--- config.mk ---
export PLATFORM = sky130hd
export DESIGN_NAME = crcu_top
export DESIGN_NICKNAME = d
export VERILOG_FILES = /design/src/rtl/crcu_pkg.sv /design/src/rtl/crcu_rst_sync.sv /design/src/rtl/crcu_cmp.sv /design/src/rtl/crcu_bitop.sv /design/src/rtl/crcu_top.sv
export SDC_FILE = /design/constraint.sdc
export NUM_CORES = 1
export LEC_CHECK = 0
export BUFFER_PORTS_ARGS = -buffer_cell sky130_fd_sc_hd__clkbuf_2
export CORE_MARGIN = 3
export CORE_UTILIZATION = 45
export CTS_BUF_LIST = sky130_fd_sc_hd__clkbuf_16
export CTS_CLUSTER_DIAMETER = 40
export DETAILED_ROUTE_END_ITERATION = 8
export GPL_TIMING_DRIVEN = 0
export HOLD_SLACK_MARGIN = 0.15
export PLACE_DENSITY = 0.8
export SYNTH_ARGS = -nofsm -noshare
export SYNTH_HDL_FRONTEND = slang
export SYNTH_HIERARCHICAL = 1
export SYNTH_SLANG_ARGS = --single-unit
--- constraint.sdc ---
create_clock -name clk -period 1.4 [get_ports clk]
set_input_delay 0 -clock clk [delete_from_list [all_inputs] [get_ports clk]]
set_output_delay 0 -clock clk [all_outputs]
set_load 0.02 [all_outputs]
--- src/rtl/crcu_pkg.sv ---
package crcu_pkg;
  typedef enum logic [2:0] {
    OP_NOP    = 3'd0,
    OP_CMP_RR = 3'd1,
    OP_CMP_RI = 3'd2,
    OP_AND    = 3'd3,
    OP_OR     = 3'd4,
    OP_XOR    = 3'd5,
    OP_BNE    = 3'd6,
    OP_BLE    = 3'd7
  } crcu_op_e;
endpackage

--- src/rtl/crcu_rst_sync.sv ---
module crcu_rst_sync #(
  parameter int unsigned STAGES = 2
) (
  input  logic clk,
  input  logic arst_n,
  output logic rst_n_o
);
  logic [STAGES-1:0] sync_q;

  always_ff @(posedge clk or negedge arst_n) begin
    if (!arst_n) sync_q <= '0;
    else         sync_q <= {sync_q[STAGES-2:0], 1'b1};
  end

  assign rst_n_o = sync_q[STAGES-1];
endmodule

--- src/rtl/crcu_cmp.sv ---
module crcu_cmp #(
  parameter int unsigned DATA_W = 32,
  parameter bit          SIGNED = 1'b1
) (
  input  logic [DATA_W-1:0] lhs,
  input  logic [DATA_W-1:0] rhs,
  output logic              lt_o,
  output logic              gt_o,
  output logic              eq_o
);
  generate
    if (SIGNED) begin : g_signed
      assign lt_o = $signed(lhs) < $signed(rhs);
      assign gt_o = $signed(lhs) > $signed(rhs);
    end else begin : g_unsigned
      assign lt_o = lhs < rhs;
      assign gt_o = lhs > rhs;
    end
  endgenerate

  assign eq_o = (lhs == rhs);
endmodule

--- src/rtl/crcu_bitop.sv ---
module crcu_bitop
  import crcu_pkg::*;
#(
  parameter int unsigned CR_W  = 32,
  parameter int unsigned IDX_W = 5
) (
  input  logic [CR_W-1:0]  cr_i,
  input  logic [IDX_W-1:0] idx_a,
  input  logic [IDX_W-1:0] idx_b,
  input  crcu_op_e         op_i,
  output logic             res_o
);
  logic src_a, src_b;

  // big-endian bit numbering: index 0 is the most significant bit
  assign src_a = cr_i[IDX_W'(CR_W-1) - idx_a];
  assign src_b = cr_i[IDX_W'(CR_W-1) - idx_b];

  always_comb begin
    unique case (op_i)
      OP_AND:  res_o = src_a & src_b;
      OP_OR:   res_o = src_a | src_b;
      OP_XOR:  res_o = src_a ^ src_b;
      default: res_o = 1'b0;
    endcase
  end
endmodule

--- src/rtl/crcu_top.sv ---
module crcu_top
  import crcu_pkg::*;
#(
  parameter int unsigned DATA_W      = 32,
  parameter int unsigned IMM_W       = 16,
  parameter int unsigned FIELDS      = 8,
  parameter int unsigned FLD_W       = 4,
  parameter int unsigned SYNC_STAGES = 2,
  localparam int unsigned CR_W  = FIELDS * FLD_W,
  localparam int unsigned IDX_W = $clog2(CR_W),
  localparam int unsigned SEL_W = $clog2(FIELDS)
) (
  input  logic              clk,
  input  logic              rst_n,
  input  logic              op_valid,
  input  logic [2:0]        opcode,
  input  logic [DATA_W-1:0] opnd_a,
  input  logic [DATA_W-1:0] opnd_b,
  input  logic [IMM_W-1:0]  imm,
  input  logic [SEL_W-1:0]  fld_sel,
  input  logic              so_in,
  input  logic [IDX_W-1:0]  bit_a,
  input  logic [IDX_W-1:0]  bit_b,
  input  logic [IDX_W-1:0]  bit_d,
  output logic              br_taken,
  output logic [CR_W-1:0]   cr_value
);
  logic              rst_s_n;
  crcu_op_e          op;
  logic [DATA_W-1:0] rhs;
  logic              lt, gt, eq;
  logic              is_cmp, is_bit, is_br;
  logic [IDX_W-1:0]  fld_base, dst_pos;
  logic [CR_W-1:0]   fld_mask;
  logic              bit_res;
  logic              cr_en;
  logic [CR_W-1:0]   cr_d, cr_q;
  logic              eq_bit, gt_bit;

  crcu_rst_sync #(.STAGES(SYNC_STAGES)) u_rst (
    .clk     (clk),
    .arst_n  (rst_n),
    .rst_n_o (rst_s_n)
  );

  assign op     = crcu_op_e'(opcode);
  assign is_cmp = (op == OP_CMP_RR) || (op == OP_CMP_RI);
  assign is_bit = (op == OP_AND) || (op == OP_OR) || (op == OP_XOR);
  assign is_br  = (op == OP_BNE) || (op == OP_BLE);

  // immediate form: sign-extend before the compare
  assign rhs = (op == OP_CMP_RI) ? {{(DATA_W-IMM_W){imm[IMM_W-1]}}, imm} : opnd_b;

  crcu_cmp #(.DATA_W(DATA_W), .SIGNED(1'b1)) u_cmp (
    .lhs  (opnd_a),
    .rhs  (rhs),
    .lt_o (lt),
    .gt_o (gt),
    .eq_o (eq)
  );

  crcu_bitop #(.CR_W(CR_W), .IDX_W(IDX_W)) u_bitop (
    .cr_i  (cr_q),
    .idx_a (bit_a),
    .idx_b (bit_b),
    .op_i  (op),
    .res_o (bit_res)
  );

  // field 0 sits at the top of the register
  assign fld_base = IDX_W'(CR_W-1) - IDX_W'(FLD_W * fld_sel);
  assign fld_mask = CR_W'({FLD_W{1'b1}}) << (fld_base - IDX_W'(FLD_W-1));
  assign dst_pos  = IDX_W'(CR_W-1) - bit_d;

  // next-state
  assign cr_en = op_valid && (is_cmp || is_bit);

  always_comb begin
    cr_d = cr_q;
    if (is_cmp)      cr_d[fld_base -: FLD_W] = FLD_W'({lt, gt, eq, so_in});
    else if (is_bit) cr_d[dst_pos]           = bit_res;
  end

  // state register
  always_ff @(posedge clk or negedge rst_s_n) begin
    if (!rst_s_n)   cr_q <= '0;
    else if (cr_en) cr_q <= cr_d;
  end

  // branch evaluation on the current register contents
  assign gt_bit   = cr_q[fld_base - IDX_W'(1)];
  assign eq_bit   = cr_q[fld_base - IDX_W'(2)];
  assign br_taken = op_valid && (((op == OP_BNE) && !eq_bit) || ((op == OP_BLE) && !gt_bit));

  assign cr_value = cr_q;

  assert_reset_clear_R1: assert property (@(posedge clk) disable iff (!rst_n)
    $rose(rst_s_n) |-> (cr_q == '0));

  assert_cmp_code_onehot_R2: assert property (@(posedge clk) disable iff (!rst_s_n)
    (op_valid && is_cmp) |=> $onehot(cr_q[$past(fld_base) -: 3]));

  assert_so_copy_R4: assert property (@(posedge clk) disable iff (!rst_s_n)
    (op_valid && is_cmp) |=> (cr_q[$past(fld_base) - IDX_W'(3)] == $past(so_in)));

  assert_other_fields_kept_R5: assert property (@(posedge clk) disable iff (!rst_s_n)
    (op_valid && is_cmp) |=> (((cr_q ^ $past(cr_q)) & ~$past(fld_mask)) == '0));

  assert_xor_self_clears_R7: assert property (@(posedge clk) disable iff (!rst_s_n)
    (op_valid && (op == OP_XOR) && (bit_a == bit_b)) |=> !cr_q[$past(dst_pos)]);

  assert_branch_no_write_R8: assert property (@(posedge clk) disable iff (!rst_s_n)
    (op_valid && is_br) |=> $stable(cr_q));

  assert_idle_hold_R9: assert property (@(posedge clk) disable iff (!rst_s_n)
    !op_valid |=> $stable(cr_q));
endmodule

=== Word level (Yosys, flattened, before mapping) ===
Cells that the tools add are included.

* Input bits: 105
* Word-level logic and storage cells: 60
* Bits in registers: 34
* Output and inout port bits: 33

* Reductions and logical operators: 14
* Shift operators: 2
* Muxes and demuxes: 16
* $add $sub $neg: 7
* Magnitude comparators: 8
* Eq/ne operators: 8
* Bitwise operators: 3

{| class="wikitable"
|+ Operators with widths
! operator !! number
|-
| 2-to-1 mux 32 bit || 3
|-
| bitwise mux 32 bit || 2
|-
| variable shift 4 x 7 -> 35 bit (first input constant) || 1
|-
| variable part select 4 x 7 -> 35 bit || 1
|-
| equality test 32 bit || 1
|-
| > comparator 32 bit || 1
|-
| < comparator 32 bit || 1
|-
| < comparator 5 x 6 -> 1 bit (second input constant) || 5
|-
| binary-select mux 1 bit (select 5 bit) || 4
|-
| subtractor 5 bit (first input constant) || 4
|-
| equality test 3 bit (second input constant) || 4
|-
| negation 5 -> 7 bit || 1
|-
| equality test 3 x 2 -> 1 bit (second input constant) || 2
|-
| demux 1 bit (select 5 bit) || 1
|-
| >= comparator 5 x 1 -> 1 bit (second input constant) || 1
|-
| logical AND 1 bit || 5
|-
| logical OR 1 bit || 5
|-
| 2-to-1 mux 1 bit || 5
|-
| subtractor 5 x 1 -> 5 bit (second input constant) || 1
|-
| subtractor 5 x 2 -> 5 bit (second input constant) || 1
|-
| equality test 3 x 1 -> 1 bit (second input constant) || 1
|-
| one-hot mux 1 bit (3 select lines) || 1
|-
| logical NOT 1 bit || 2
|-
| AND reduction 2 bit || 1
|-
| 4 further kinds || 4
|}

=== Logic depth before layout (Yosys ltp) ===
* Word-level depth: 8
* Gate-level depth with buffers: 18
* Gate-level depth less buffers: 14

=== Hierarchy ===
Netlist, hierarchy kept.

{| class="wikitable"
|+ By module, submodules not included
! module !! cells an instance !! seq. area each (um^2) !! instances !! area each (um^2)
|-
| crcu_top || 346 || 800.8 || 1 || 3175.5
|-
| crcu_cmp || 119 || 0.0 || 1 || 844.6
|-
| crcu_bitop || 85 || 0.0 || 1 || 735.7
|-
| crcu_rst_sync || 3 || 50.0 || 1 || 53.8
|}

=== Worst setup path after synthesis ===
OpenSTA, ideal clock, no wires.

* Path kind: input-to-reg
* Start: input port opcode[2]
* End: register cr_q[7] (netlist: cr_value[7])
* Data required time: 1.336 ns
* Buffers on the path: 4
* Cell stages on the path: 18
* Setup time: 0.064 ns
* Setup slack: -1.558 ns
* Data arrival time: 2.893 ns
* Path through: buf_2 -> nor2_1 -> and3_1 -> clkbuf_1 -> buf_2 -> a21o_1 -> inv_1 -> ha_1 -> a21oi_1 -> o21ai_0 -> a2111oi_0 -> o31ai_1 -> a21oi_2 -> mux2i_1 -> buf_1 -> nand2_1 -> o21ai_0 -> mux2_4

* Cells in the longest elaborated chain, start to end: 6
* Elaborated cells between the ends (all ways): 22
* Classes of those cells: order compare: 2; eq/ne: 6; shift: 1; mux: 6; reduce/logical: 7

{| class="wikitable"
|+ RTL lines
! what !! RTL line !! RTL
|-
| start, declared || crcu_top.sv:16 || <nowiki>input logic [2:0] opcode,</nowiki>
|-
| equality test 3 x 2 -> 1 bit || crcu_top.sv:52 || <nowiki>assign rhs = (op == OP_CMP_RI) ? {{(DATA_W-IMM_W){imm[IMM_W-1]}}, imm} : opnd_b;</nowiki>
|-
| 2-to-1 mux 32 bit || crcu_top.sv:52 ||
|-
| net rhs[27] || crcu_top.sv:30 || <nowiki>logic [DATA_W-1:0] rhs;</nowiki>
|-
| < comparator 32 bit || crcu_cmp.sv:13 || <nowiki>assign lt_o = $signed(lhs) < $signed(rhs);</nowiki>
|-
| net lt || crcu_top.sv:31 || <nowiki>logic lt, gt, eq;</nowiki>
|-
| variable part select 4 x 7 -> 35 bit || crcu_top.sv:80 || <nowiki>if (is_cmp) cr_d[fld_base -: FLD_W] = FLD_W'({lt, gt, eq, so_in});</nowiki>
|-
| bitwise mux 32 bit || crcu_top.sv:80 ||
|-
| 2-to-1 mux 32 bit || crcu_top.sv:80 ||
|-
| end signal, assigned || crcu_top.sv:87 || <nowiki>else if (cr_en) cr_q <= cr_d;</nowiki>
|-
| end, declared || crcu_top.sv:37 || <nowiki>logic [CR_W-1:0] cr_d, cr_q;</nowiki>
|}

The timed path passes the listed nets, and every way through them passes these cells. The select of a mux whose other input is x is not followed.
A chain may end at the register's enable or synchronous reset.

=== Worst setup path in the final report ===
* Start: register cr_q[7] (netlist: cr_value[7])
* End: register cr_q[29] (netlist: cr_value[29])

* Cells in the longest elaborated chain, start to end: 7
* Elaborated cells between the ends (all ways): 11
* Classes of those cells: mux: 8; bitwise: 3

{| class="wikitable"
|+ RTL lines
! what !! RTL line !! RTL
|-
| binary-select mux 1 bit (select 5 bit), on equally long branches || crcu_bitop.sv:16, crcu_bitop.sv:17 ||
|-
| 2-to-1 mux 1 bit, on equally long branches || crcu_bitop.sv:16, crcu_bitop.sv:17 ||
|-
| XOR 1 bit, or another cell as far along || crcu_bitop.sv:23 || <nowiki>OP_XOR: res_o = src_a ^ src_b;</nowiki>
|-
| one-hot mux 1 bit (3 select lines) * || crcu_bitop.sv:20 || <nowiki>unique case (op_i)</nowiki>
|-
| net bit_res || crcu_top.sv:35 || <nowiki>logic bit_res;</nowiki>
|-
| bitwise mux 32 bit * || crcu_top.sv:81 || <nowiki>else if (is_bit) cr_d[dst_pos] = bit_res;</nowiki>
|-
| 2-to-1 mux 32 bit * || crcu_top.sv:81 ||
|-
| 2-to-1 mux 32 bit * || crcu_top.sv:80 ||
|}

Mark *: on every way through the listed nets, which the timed path passes. The rest lies on a longest branch. The select of a mux whose other input is x is not followed.

==> out/metrics.yaml <==
cts.clk_slew.worst_paths_ps: 60
layout_min_cycle_time_ps: 3098
synth_top_area_share_pct: 17.69
vdd_drop_max_v: 0.0004155
synth_top_family_by_area: "compound AO/OA/AOI/OAI gates"
via_count: 5343
leakagePower_nw: 2.924
crit_family: "compound AO/OA/AOI/OAI gates"
synth_compound_area_share_pct: 32.08
grt_use_total_pct: 28.69
p_per_area_nw_per_um2: 577.5
highest_layer: "met4"
area_growth_pct: 32.78
cp-start-kind: "flop"
combPwrFrac_pct: 42.2
reg2reg_depth: 13
drc: 0
yosys.area_share.adder_pct: 8.845
crit_fanout: 5
synth-simple-area-share_pct: 14.49
drt-pass1-iter-count: 5
worst_slack_ps: -1698
gr-total-overflow: 0
rr_endpoint: "cr_value[29]$_DFFE_PN0P_"
worst-path-buf-inv: 1
diodes: 0
pwr-share-clk_pct: 28.8
period_share_pct: 221.3
critical_path_required_ps: 1550
place_ws_ps: -1988
end_kind: "flop"
cts.htree.levels: 2
grt_first_pass_wirelength_um: 27140
hp-class: "input pin to flop"
num_rows: 37
wirelength_um: 17370
yosysMostFrequentCell: "inv_1"
fillers: 863
final_antenna_net_count: 0
tightest_slew_ps: 1076
holdPathStages: 4
start_util_pct: 46.38
post_drt_via_cell_ratio: 6.346
dieArea_um2: 11960
synth_enable_flop_cells: 0
synth_xor_area_share_pct: 0.9105
status: "finished with violations"
clk_latency_ps: 280
hold_path_end: "cr_value[16]$_DFFE_PN0P_"
hold_viol: 0
grt_pass1_vias: 5243
portBuffers: 131
first_iter_violations: 554
crit_type: "flop to flop"
slew_violations: 0
critPathMaxStageDelay_ps: 420
cts_root_buffer: "clkbuf_16"
worstHoldStart: "op_valid"
cts_tree: "yes"
grt_max_degree: 33
antenna_found_initial: 0
clockBufferDepth: 2
syn-num-nets: 692
internal_power_mw: 2.314
fin_skew_ps: 6.705
synth_cells: 553
core_um2: 10370
synth_ff_type: "dfrtp_1"
synth-async-reset-ratio_pct: 100.0
setup_viol: 33
synth_top_area_cell: "dfrtp_1"
swShare_pct: 37.25
path_cells: "mux2_4 > o311ai_4 > a221oi_2 > a22o_1 > a311oi_2 > ha_1 > mux2i_1 > o21ai_2 > buf_6 > nor3b_4 > o211ai_1 > o31ai_2 > a211oi_2"
worstSetupStartpoint: "cr_value[7]$_DFFE_PN0P_"
maxCapViolations: 0
wl_met3_um: 1585
slew_headroom_pct: 28.12
worstReg2RegStart: "cr_value[7]$_DFFE_PN0P_"
netlist_area_um2: 4810
clock-sinks: 34
seqPwrFrac_pct: 28.9
p_switching_mw: 1.374
post-route-util_pct: 61.58
die_w_um: 109.4
cts_made_buffers: 5
cp.arrival_ps: 3240
cpMaxStageDelayCell: "dfrtp_2"
ys_top_cells_by_count: "inv_1, o211ai_1, dfrtp_1, ha_1, nand2_1"
r2r_setup_slack_ps: -1700
die_y_um: 109.4
m1WireLength_um: 7110
yosysUniqueCellTypes: 61
io_pins: 138
fmax_mhz: 322.8
synth.top_cells.by_area: "dfrtp_1, ha_1, mux2i_1"
final_net_count: 844
synth-seq-cells: 34
syn_avg_cell_area_um2: 8.697
violations: "setup timing"
routedWlPerCell_um: 20.63
ys_warn_count: 6
wl_met2_um: 8100
rsz0062_at_grt: "true"
drive_gt1_share_pct: 44.62
yosysSeqAreaShare_pct: 17.69
synthMuxAreaShare_pct: 16.02
gpl.final_weighted_congestion: 0.9693
hpwlAfterDp_um: 12940
==> worst max path at each step <==
stage,endpoint,slack (ps),cells after the start
5_1_grt,cr_value[26]$_DFFE_PN0P_,-1790,13
2_1_floorplan,cr_value[23]$_DFFE_PN0P_,-1360,13
3_3_place_gp,cr_value[30]$_DFFE_PN0P_,-1940,17
3_5_place_dp,cr_value[26]$_DFFE_PN0P_,-1990,17
4_1_cts,cr_value[29]$_DFFE_PN0P_,-1580,13
6_report,cr_value[29]$_DFFE_PN0P_,-1700,13
==> tightest hold or removal path, cell delays in order <==
cell and delay [ps]:
clkbuf_2 120, nand3_2 170, a21oi_1 80, mux2_4 200
==> cell type report <==
type / instances / area, um^2 / share of cell area (%)
well taps: 136 / 170.2 / 2.665
repair buffers: 146 / 798.3 / 12.50
flip-flops and latches: 34 / 860.8 / 13.48
multi-input cells: 430 / 3874 / 60.66
clock buffers: 5 / 125.1 / 1.959
inverters: 37 / 138.9 / 2.175
plain buffers: 51 / 406.6 / 6.368
clock inverters: 3 / 12.51 / 0.1959
==> cell families (layout without fill, tap and decap cells) <==
logic type,after synthesis,in the layout
AOI/OAI and AO/OA,201,201
and+or+nand+nor,125,125
buffers and inverters,89,242
muxes,67,67
adders and majority gates,34,34
DFF,34,34
xor gates and xnor gates,2,2
other,1,1
==> power by group through the flow <==
stage | registers [mW] | logic [mW] | clock network, mW
6_report | 1.07 | 1.56 | 1.06
5_1_grt | 1.07 | 1.69 | 1.11
4_1_cts | 1.06 | 1.48 | 1.05
3_5_place_dp | 1.08 | 1.36 | 0
3_3_place_gp | 1.08 | 1.31 | 0
2_1_floorplan | 1.08 | 0.910 | 0
==> routing by layer <==
| metal | vias up | global-route usage, % |
|---|---|---|
| met1 | 2498 | 36.94 |
| li1 | 2444 | - |
| met4 | 0 | 9.706 |
| met5 | - | 0 |
| met2 | 334 | 48.43 |
| met3 | 67 | 4.991 |
==> metrics by stage <==
| stage | TNS, ps | hold WS [ps] | power (mW) | std cells | cell area, um^2 |
|---|---|---|---|---|---|
| global route | -54520 | 332.3 | 3.862 | 842 | 6386 |
| detailed placement | -59500 | -211.7 | 2.438 | 820 | 5782 |
| finish | -51740 | 317.4 | 3.688 | 842 | 6386 |
| global placement | -57890 | -214.7 | 2.390 | 820 | 5782 |
| CTS | -48740 | 309.5 | 3.595 | 838 | 6264 |
| floorplan | -42510 | -295.6 | 1.994 | 553 | 4956 |
==> placed cells by master, fill, tap and decap left out, drive strengths merged, types with 4 or more instances in the layout <==
| cell type | n |
|---|---|
| a21oi | 32 |
| o31ai | 17 |
| inv | 38 |
| nand3 | 9 |
| a211oi | 17 |
| o21ai | 23 |
| a311oi | 18 |
| buf | 52 |
| a22o | 4 |
| nor3 | 6 |
| clkbuf | 148 |
| nand4 | 6 |
| and3b | 6 |
| a2111oi | 5 |
| mux2i | 29 |
| nor2b | 10 |
| o2111ai | 13 |
| mux2 | 35 |
| ha | 34 |
| o211ai | 36 |
| a22oi | 4 |
| and3 | 7 |
| nor3b | 10 |
| dfrtp | 34 |
| a21o | 19 |
| o311ai | 4 |
| nor2 | 23 |
| nand2 | 31 |
==> flip-flops by register name, summed over array words and instances (netlist names) <==
signal	flops
cr_value	32
u_rst/sync_q	2
==> what timing repair did <==
item	4_1_cts	5_1_grt
endpoints found under the setup margin	65	33
gates resized for setup	66	21
hold buffers	2	0
pin swaps	11	15
gates cloned	3	0
setup buffers	6	5
endpoints found under the hold margin	2	0
(Power assumes the default switching activity.)
